## src/rtl/tmr_slave_pkg.sv

```systemverilog
package tmr_slave_pkg;
  localparam int MODE_W = 3;

  typedef enum logic [MODE_W-1:0] {
    SM_OFF    = 3'd0,
    SM_ENC_A  = 3'd1,
    SM_ENC_B  = 3'd2,
    SM_ENC_AB = 3'd3,
    SM_RESET  = 3'd4,
    SM_GATED  = 3'd5,
    SM_START  = 3'd6,
    SM_EXTCLK = 3'd7
  } slave_mode_e;
endpackage

```

## src/rtl/tmr_trig_mux.sv

```systemverilog
module tmr_trig_mux #(
  parameter int N_ITRIG = 4,
  localparam int N_SRC  = N_ITRIG + 4,
  localparam int SEL_W  = $clog2(N_SRC)
) (
  input  logic [N_ITRIG-1:0] itrig_i,
  input  logic               ti1_edge_i,
  input  logic               ti1_filt_i,
  input  logic               ti2_filt_i,
  input  logic               ext_trig_i,
  input  logic [SEL_W-1:0]   sel_i,
  output logic               trig_o
);
  logic [N_SRC-1:0] src;

  assign src    = {ext_trig_i, ti2_filt_i, ti1_filt_i, ti1_edge_i, itrig_i};
  assign trig_o = src[sel_i];
endmodule

```

## src/rtl/tmr_hist_reg.sv

```systemverilog
module tmr_hist_reg #(
  parameter int W = 1
) (
  input  logic         clk,
  input  logic         rst,
  input  logic [W-1:0] lvl_i,
  output logic [W-1:0] prev_o
);
  always_ff @(posedge clk) begin
    if (rst) prev_o <= '0;
    else     prev_o <= lvl_i;
  end
endmodule

```

## src/rtl/tmr_quad_dec.sv

```systemverilog
module tmr_quad_dec
  import tmr_slave_pkg::*;
(
  input  slave_mode_e mode_i,
  input  logic [1:0]  cur_i,   // {B, A}
  input  logic [1:0]  prev_i,
  output logic        step_o,
  output logic        up_o
);
  logic [1:0] chg;
  logic       a_only, b_only, up_a, up_b;

  assign chg    = cur_i ^ prev_i;
  assign a_only = chg[0] & ~chg[1];
  assign b_only = chg[1] & ~chg[0];
  assign up_a   = cur_i[0] ^ cur_i[1];
  assign up_b   = ~(cur_i[0] ^ cur_i[1]);

  always_comb begin
    step_o = 1'b0;
    up_o   = 1'b1;
    unique case (mode_i)
      SM_ENC_A: begin
        step_o = a_only;
        up_o   = up_a;
      end
      SM_ENC_B: begin
        step_o = b_only;
        up_o   = up_b;
      end
      SM_ENC_AB: begin
        step_o = a_only | b_only;
        up_o   = a_only ? up_a : up_b;
      end
      default: begin
        step_o = 1'b0;
        up_o   = 1'b1;
      end
    endcase
  end
endmodule

```

## src/rtl/tmr_slave_ctrl.sv

```systemverilog
module tmr_slave_ctrl
  import tmr_slave_pkg::*;
#(
  parameter int N_ITRIG = 4,
  localparam int SEL_W  = $clog2(N_ITRIG + 4)
) (
  input  logic               clk,
  input  logic               rst,
  input  logic [N_ITRIG-1:0] itrig_i,
  input  logic               ti1_edge_i,
  input  logic               ti1_filt_i,
  input  logic               ti2_filt_i,
  input  logic               ext_trig_i,
  input  logic [SEL_W-1:0]   trig_sel_i,
  input  logic [MODE_W-1:0]  slave_mode_i,
  output logic               cen_set_o,
  output logic               cnt_rst_upd_o,
  output logic               cnt_step_o,
  output logic               cnt_dir_o
);
  slave_mode_e mode;
  logic        trig, trig_prev, trig_rise;
  logic [1:0]  quad_cur, quad_prev;
  logic        enc_step, enc_up;

  assign mode     = slave_mode_e'(slave_mode_i);
  assign quad_cur = {ti2_filt_i, ti1_filt_i};

  tmr_trig_mux #(.N_ITRIG(N_ITRIG)) mux_i (
    .itrig_i    (itrig_i),
    .ti1_edge_i (ti1_edge_i),
    .ti1_filt_i (ti1_filt_i),
    .ti2_filt_i (ti2_filt_i),
    .ext_trig_i (ext_trig_i),
    .sel_i      (trig_sel_i),
    .trig_o     (trig)
  );

  tmr_hist_reg #(.W(1)) trig_hist_i (
    .clk    (clk),
    .rst    (rst),
    .lvl_i  (trig),
    .prev_o (trig_prev)
  );

  tmr_hist_reg #(.W(2)) quad_hist_i (
    .clk    (clk),
    .rst    (rst),
    .lvl_i  (quad_cur),
    .prev_o (quad_prev)
  );

  assign trig_rise = trig & ~trig_prev;

  tmr_quad_dec dec_i (
    .mode_i (mode),
    .cur_i  (quad_cur),
    .prev_i (quad_prev),
    .step_o (enc_step),
    .up_o   (enc_up)
  );

  always_ff @(posedge clk) begin
    if (rst) begin
      cen_set_o     <= 1'b0;
      cnt_rst_upd_o <= 1'b0;
      cnt_step_o    <= 1'b0;
      cnt_dir_o     <= 1'b1;
    end else begin
      cen_set_o     <= (mode == SM_START) & trig_rise;
      cnt_rst_upd_o <= (mode == SM_RESET) & trig_rise;
      unique case (mode)
        SM_OFF:                        cnt_step_o <= 1'b1;
        SM_GATED:                      cnt_step_o <= trig;
        SM_EXTCLK:                     cnt_step_o <= trig_rise;
        SM_ENC_A, SM_ENC_B, SM_ENC_AB: cnt_step_o <= enc_step;
        default:                       cnt_step_o <= 1'b0;
      endcase
      if (enc_step) cnt_dir_o <= enc_up;
    end
  end
endmodule

```

## config.mk

```make
export PLATFORM = sky130hd
export DESIGN_NAME = tmr_slave_ctrl
export DESIGN_NICKNAME = d
export VERILOG_FILES = /design/src/rtl/tmr_slave_pkg.sv /design/src/rtl/tmr_trig_mux.sv /design/src/rtl/tmr_hist_reg.sv /design/src/rtl/tmr_quad_dec.sv /design/src/rtl/tmr_slave_ctrl.sv
export SDC_FILE = /design/constraint.sdc
export NUM_CORES = 1
export LEC_CHECK = 0
export ABC_AREA = 1
export ABC_CLOCK_PERIOD_IN_PS = 4200
export CORE_AREA = 2 2 39 41
export DETAILED_ROUTE_END_ITERATION = 10
export DIE_AREA = 0 0 41 43
export DONT_BUFFER_PORTS = 1
export GPL_ROUTABILITY_DRIVEN = 0
export GPL_TIMING_DRIVEN = 0
export PLACE_DENSITY = 0.63
export SETUP_SLACK_MARGIN = 0.02
export SLEW_MARGIN = 25
export SYNTH_ARGS = -nofsm -noshare
export SYNTH_HDL_FRONTEND = slang
export SYNTH_HIERARCHICAL = 1
export SYNTH_SLANG_ARGS = --single-unit
```

## constraint.sdc

```tcl
create_clock -name clk -period 4.2 [get_ports clk]
set_input_delay 0.63 -clock clk [delete_from_list [all_inputs] [get_ports clk]]
set_output_delay 0.63 -clock clk [all_outputs]
set_load 0.01 [all_outputs]
```

==> reports/qor.csv, run 1 <==
stage,metric,value,unit
final_layout,Layout area overhead,9.05,%
run,max_cap viols,0,
timing,worst clock skew,7.71,ps
critical_path,worst path bufs/invs,2,
drt,via count,497,
floorplanning,Starting Density,37.0,%
floorplanning,Die Width,41,µm
synthesis,Syn Std Cell Area,512,µm²
final_layout,ant diodes,0,
drt,Post-DRT Antenna Nets,0,
clock_tree,H-tree Lvls,1,
synthesis,"top cells by area, synth","dfxtp_1 27%, nand2_1 20%, inv_1 16%",
timing,WHS,434,ps
critical_path,Worst Setup End Kind,register,
synthesis,main flop type after synthesis,dfxtp_1,
critical_path,largest stage delay on the critical path,290,ps
synthesis,post-synthesis net count,106,
timing,Max Slew Vio Count,0,
timing,Tmin final,1740,ps
drt,routed vias/inst,4.60,
grt,grt ovf,0,
power_and_ir_drop,worst vdd ir,0.129,mV
clock_tree,Worst-path clk slew,60,ps
synthesis,cell taking the most area after synthesis,dfxtp_1,
timing,RSZ-0062 raised after global routing,false,
floorplanning,Chip Height,43,µm
critical_path,kind of critical path,in2reg,
drt,DRT Pass-1 Iters,4,
critical_path,WP data required,4390,ps
critical_path,Critical Path Slowest Stage Cell,ha_1,
grt,initial antenna violation count,0,
placed_design,DPL Wire Length,782,µm
timing,final hold violation count,0,
drt,initial DRC count,6,
floorplanning,placeable core area,0.00138,mm²
floorplanning,I/O pin total,20,
critical_path,crit-path max FO,6,
final_layout,layout cell share with drive strength beyond 1,9.78,%
clock_tree,Max Root-Sink Buffers,2,
timing,final critical-path share of the clock period,41.5,%
timing,Least-Margin Pin Slew,258,ps
timing,# setup viols final,0,
synthesis,Ys Warns,6,
clock_tree,cts-stage hold buffer count,0,
grt,largest net degree at the start of global routing,8,
clock_tree,Sink Count,7,
grt,first-pass GRT wire length,1.67,mm
critical_path,CP top delay family,compound AO/OA/AOI/OAI gates,
synthesis,Cells after Synth,88,
synthesis,Post-synth ARST share,0,%
drt,final WL,1.02,mm
timing,Max Clk Rate,0.574,GHz
synthesis,post-synthesis cell type count,17,
timing,Slew headroom,82.6,%
critical_path,critical path cell sequence,xnor2_1 -> inv_1 -> ha_1 -> o21ai_0 -> nand3_1 -> o21ai_0 -> inv_1 -> o21ai_1 -> nand2_1 -> a21oi_1,
timing,setup TNS,0,ps
power_and_ir_drop,Pleak,0.323,nW
drt,Routed WL per cell,9.48,µm
synthesis,"FF+latch count, synth",7,
synthesis,syn avg cell area,5.82,µm²
clock_tree,clock root buffer,clkbuf_4,
synthesis,Post-synth top cells,"27 x nand2_1, 22 x inv_1, 10 x nand3_1",
clock_tree,CTS resizes,0,
clock_tree,clk_lat worst skew,250,ps
worst_hold_path,hold crit path type,in2reg,
grt,GRT Util Overall,13.9,%
clock_tree,CTS tree,done,
outcome,status,"complete, no violations",
drt,DRC Markers,0,
synthesis,"EDFF count, synth",0,
critical_path,worst path arrival time,1930,ps
floorplanning,row count,14,
power_and_ir_drop,power per cell area,297,mW/mm²
floorplanning,Die ar.,0.00176,mm²
synthesis,most common cell in the netlist,nand2_1,
synthesis,post-synthesis sequential area ratio,27.4,%
synthesis,Yosys top cell area share,27.4,%
clock_tree,Post-CTS Setup Bufs,0,
critical_path,Worst Setup Start Kind,input port,
placed_design,Port-buffer cells,0,
power_and_ir_drop,overall power,0.000166,W
clock_tree,Num CTS Buffers,3,
final_layout,number of nets in the layout,111,
grt,vias in the first global route,460,
## per-stage QoR
step	utilization, %	worst slack (ps)	area, µm²	cells
after global placement	38.4	2270	532	104
after CTS	40.3	2500	558	108
final	40.3	2460	558	108
after detailed placement	38.4	2230	532	104
after global routing	40.3	2250	558	108
after floorplan	-	2420	512	88
## path summary, 6_finish.rpt
path                               from       endpoint  slack, ps  cells after the start
setup reg to reg  quad_hist_i/prev_o[0]     cnt_step_o       2510                     10
hold reg to reg               cnt_dir_o      cnt_dir_o        500                      2
hold / removal          slave_mode_i[1]  cnt_rst_upd_o        430                      1
setup / recovery             ti1_filt_i     cnt_step_o       2460                     10
## registers in the layout, indices dropped and copies added, names as in the netlist
register            flops
cnt_rst_upd_o           1
cen_set_o               1
trig_hist_i/prev_o      1
cnt_step_o              1
cnt_dir_o               1
quad_hist_i/prev_o      2
## cell usage in the layout (no fill, tap or decap)
cell / count
nor2_2: 1
clkbuf_1: 1
nand3_1: 10
nor2_1: 5
nand2_2: 1
a21oi_1: 2
ha_1: 2
nor3_2: 1
clkbuf_4: 3
dfxtp_1: 7
nand2_1: 27
clkinv_1: 1
o21ai_1: 1
nor3b_2: 1
nor3_1: 1
xnor2_1: 2
o21ai_0: 2
inv_2: 2
inv_1: 22
## report_power, final
part	switching [W]	leakage [nW]	internal [W]
Sequential	0.00000250	0.0576	0.0000701
Combinational	0.0000172	0.250	0.0000132
Clock	0.0000262	0.0150	0.0000364
Total	0.0000459	0.323	0.000120
## logic make-up (layout without fill, tap and decap cells)
family                     count (synthesis)  count (layout)  share of synthesized area [%]
DFF                                        7               7                           27.4
and+or+nand+nor                           47              47                           41.1
buffers and inverters                     25              29                           18.3
xor gates and xnor gates                   2               2                           3.42
AOI/OAI and AO/OA                          5               5                           4.89
adders and majority gates                  2               2                           4.89
## metal layers
layer	part of all wire, %	track usage [%]	up-vias	routed length [µm]
li1	-	-	267	-
met1	44	14.9	214	454
met2	51	23.1	16	526
met3	4.1	3.14	0	42
met4	0	8.00	0	0
met5	0	0	-	0
## layout make-up
type | count | area [µm²]
clock buffer | 4 | 26.3
sequential | 7 | 140
multi-input combinational | 56 | 278
tap | 16 | 20.0
inverter | 25 | 93.8
fill | 166 | 826
No activity file was read; power rests on OpenSTA's default activity.
==> inputs of run 2 (changes only) <==
--- a/config.mk
+++ b/config.mk
@@ -6,14 +6,14 @@
 export NUM_CORES = 1
 export LEC_CHECK = 0
 export ABC_AREA = 1
-export ABC_CLOCK_PERIOD_IN_PS = 4200
+export ABC_CLOCK_PERIOD_IN_PS = 1600
 export CORE_AREA = 2 2 39 41
 export DETAILED_ROUTE_END_ITERATION = 10
 export DIE_AREA = 0 0 41 43
 export DONT_BUFFER_PORTS = 1
 export GPL_ROUTABILITY_DRIVEN = 0
 export GPL_TIMING_DRIVEN = 0
-export PLACE_DENSITY = 0.63
+export PLACE_DENSITY = 0.65
 export SETUP_SLACK_MARGIN = 0.02
 export SLEW_MARGIN = 25
 export SYNTH_ARGS = -nofsm -noshare
==> constraint.sdc (replaced) <==
create_clock -name clk -period 1.6 [get_ports clk]
set_input_delay 0.24 -clock clk [delete_from_list [all_inputs] [get_ports clk]]
set_output_delay 0.24 -clock clk [all_outputs]
set_load 0.01 [all_outputs]
==> run 2 against run 1 <==
Compared with the run above:
- sequential share of layout area shrank 0.49 points
- wire length is 6.3% lower
- utilization increased by 1.2 points
==> reports/qor.csv, run 2 (synthesized netlist as in run 1, its figures left out) <==
stage,metric,value,unit,change
clock_tree,clk_lat worst skew,240,ps,about the same
clock_tree,CTS tree,done,,
timing,# setup viols final,0,,unchanged
drt,routed vias/inst,4.49,,-2.5%
final_layout,"most common cell after layout, fill and taps aside",nand2_1,,
floorplanning,Starting Density,37.0,%,unchanged
outcome,status,"complete, no violations",,
final_layout,Final Non-Filler Cells,109,,+0.93%
timing,Max Slew Vio Count,0,,unchanged
final_layout,max reg flops,2,,unchanged
placed_design,Port-buffer cells,0,,unchanged
power_and_ir_drop,power per cell area,753,mW/mm²,+150%
timing,setup TNS,0,ps,unchanged
final_layout,ant diodes,0,,unchanged
drt,final WL,960,µm,-6.3%
final_layout,Reg with most FFs,quad_hist_i/prev_o,,
floorplanning,placeable core area,0.00138,mm²,unchanged
final_layout,layout cell share with drive strength beyond 1,12.9,%,+3.1 points
timing,Least-Margin Pin Slew,239,ps,-19.1 ps
drt,DRC Markers,0,,unchanged
grt,GRT Util Overall,13.2,%,-0.66 points
clock_tree,Max Root-Sink Buffers,2,,unchanged
placed_design,DPL Wire Length,787,µm,+0.68%
timing,Tmin final,1530,ps,
floorplanning,Die Width,41,µm,unchanged
drt,initial DRC count,8,,+2
floorplanning,Die ar.,0.00176,mm²,unchanged
critical_path,crit-path max FO,2,,-4
timing,Max Clk Rate,0.656,GHz,
critical_path,worst path arrival time,1700,ps,-230 ps
grt,first-pass GRT wire length,1.55,mm,-7.0%
drt,Routed WL per cell,8.81,µm,-7.1%
final_layout,most frequent cells in the layout,"27 x nand2_1, 22 x inv_1, 10 x nand3_1",,
final_layout,number of nets in the layout,112,,+0.90%
floorplanning,row count,14,,unchanged
timing,final critical-path share of the clock period,95.3,%,
critical_path,Worst Setup Start Kind,register,,
timing,worst clock skew,0.373,ps,-7.33 ps
clock_tree,Sink Count,7,,unchanged
power_and_ir_drop,overall power,0.000432,W,+160%
critical_path,WP data required,1780,ps,-2610 ps
grt,Most Crowded Layer GR,met2,,
worst_hold_path,hold crit path type,in2reg,,
clock_tree,cts-stage hold buffer count,0,,unchanged
grt,grt met3 use,6.28,%,+3.1 points
clock_tree,Num CTS Buffers,3,,unchanged
drt,Post-DRT Antenna Nets,0,,unchanged
floorplanning,I/O pin total,20,,unchanged
grt,vias in the first global route,419,,-8.9%
power_and_ir_drop,worst vdd ir,0.331,mV,+160%
grt,initial antenna violation count,0,,unchanged
placed_design,Cells after DPL,104,,unchanged
critical_path,Worst Setup End Kind,register,,
grt,met1 GRT Util,14.4,%,-0.51 points
clock_tree,H-tree Lvls,1,,unchanged
floorplanning,Chip Height,43,µm,unchanged
grt,largest net degree at the start of global routing,8,,unchanged
drt,DRT Pass-1 Iters,4,,unchanged
critical_path,kind of critical path,reg2reg,,
run,max_cap viols,0,,unchanged
grt,GRT met2 Usage,19.7,%,-3.4 points
timing,Slew headroom,84.0,%,+1.3 points
timing,final hold violation count,0,,unchanged
power_and_ir_drop,Pleak,0.333,nW,+3.2%
grt,grt ovf,0,,unchanged
clock_tree,clock root buffer,clkbuf_4,,
drt,via count,489,,-1.6%
final_layout,post-layout util,41.5,%,+1.2 points
timing,WHS,53.5,ps,-381 ps
final_layout,Layout area overhead,12.2,%,
final_layout,fillcell total,162,,-2.4%
timing,RSZ-0062 raised after global routing,true,,
clock_tree,Worst-path clk slew,50,ps,about the same
==> run 2: repair_timing <==
action / 4_1_cts / 5_1_grt
setup endpoints to repair: 1 / 2
pin swaps: 1 / 6
gates resized for setup: 1 / 3
setup buffers: 0 / 1
==> run 2: worst paths after layout <==
path,from,endpoint,slack [ps],depth (start not counted)
worst min register to register,cnt_dir_o,cnt_dir_o,500,2
worst min-delay path,rst,quad_hist_i/prev_o[0],50,1
worst max-delay path,quad_hist_i/prev_o[0],cnt_step_o,70,10
worst max register to register,quad_hist_i/prev_o[0],cnt_step_o,70,10
==> run 2: power by group <==
group	switching [W]	leakage, nW	internal [W]
Clock	0.0000580	0.0150	0.0000947
Sequential	0.00000656	0.0578	0.000185
Combinational	0.0000479	0.260	0.0000403
==> run 2: metal layers <==
metal	up-vias	wire [µm]
met2	20	484
li1	270	-
met3	2	61
met4	0	14
met5	-	0
met1	197	399
==> run 2: layout make-up <==
cell class | instances | area (µm²) | area share, %
clock buffer | 4 | 26.3 | 4.58
inverter | 25 | 93.8 | 16.3
multi-input combinational | 56 | 285 | 49.7
sequential | 7 | 141 | 24.6
tap | 16 | 20.0 | 3.49
timing repair buffer | 1 | 7.51 | 1.31
==> run 2: through the flow <==
step                setup WS (ps)  cell area, µm²
floorplan                     137             512
global placement             14.9             532
detailed placement           13.2             532
CTS                          36.4             566
global route                -81.6             574
finish                       74.7             574
==> run 2: critical path, stage by stage (launching register included) <==
cell	delay (ps)
dfxtp_2	320
xnor2_2	160
inv_1	60
ha_1	280
o21ai_1	120
nand3_1	80
o21ai_1	100
inv_1	70
o21ai_1	70
nand2_1	60
a21oi_1	130
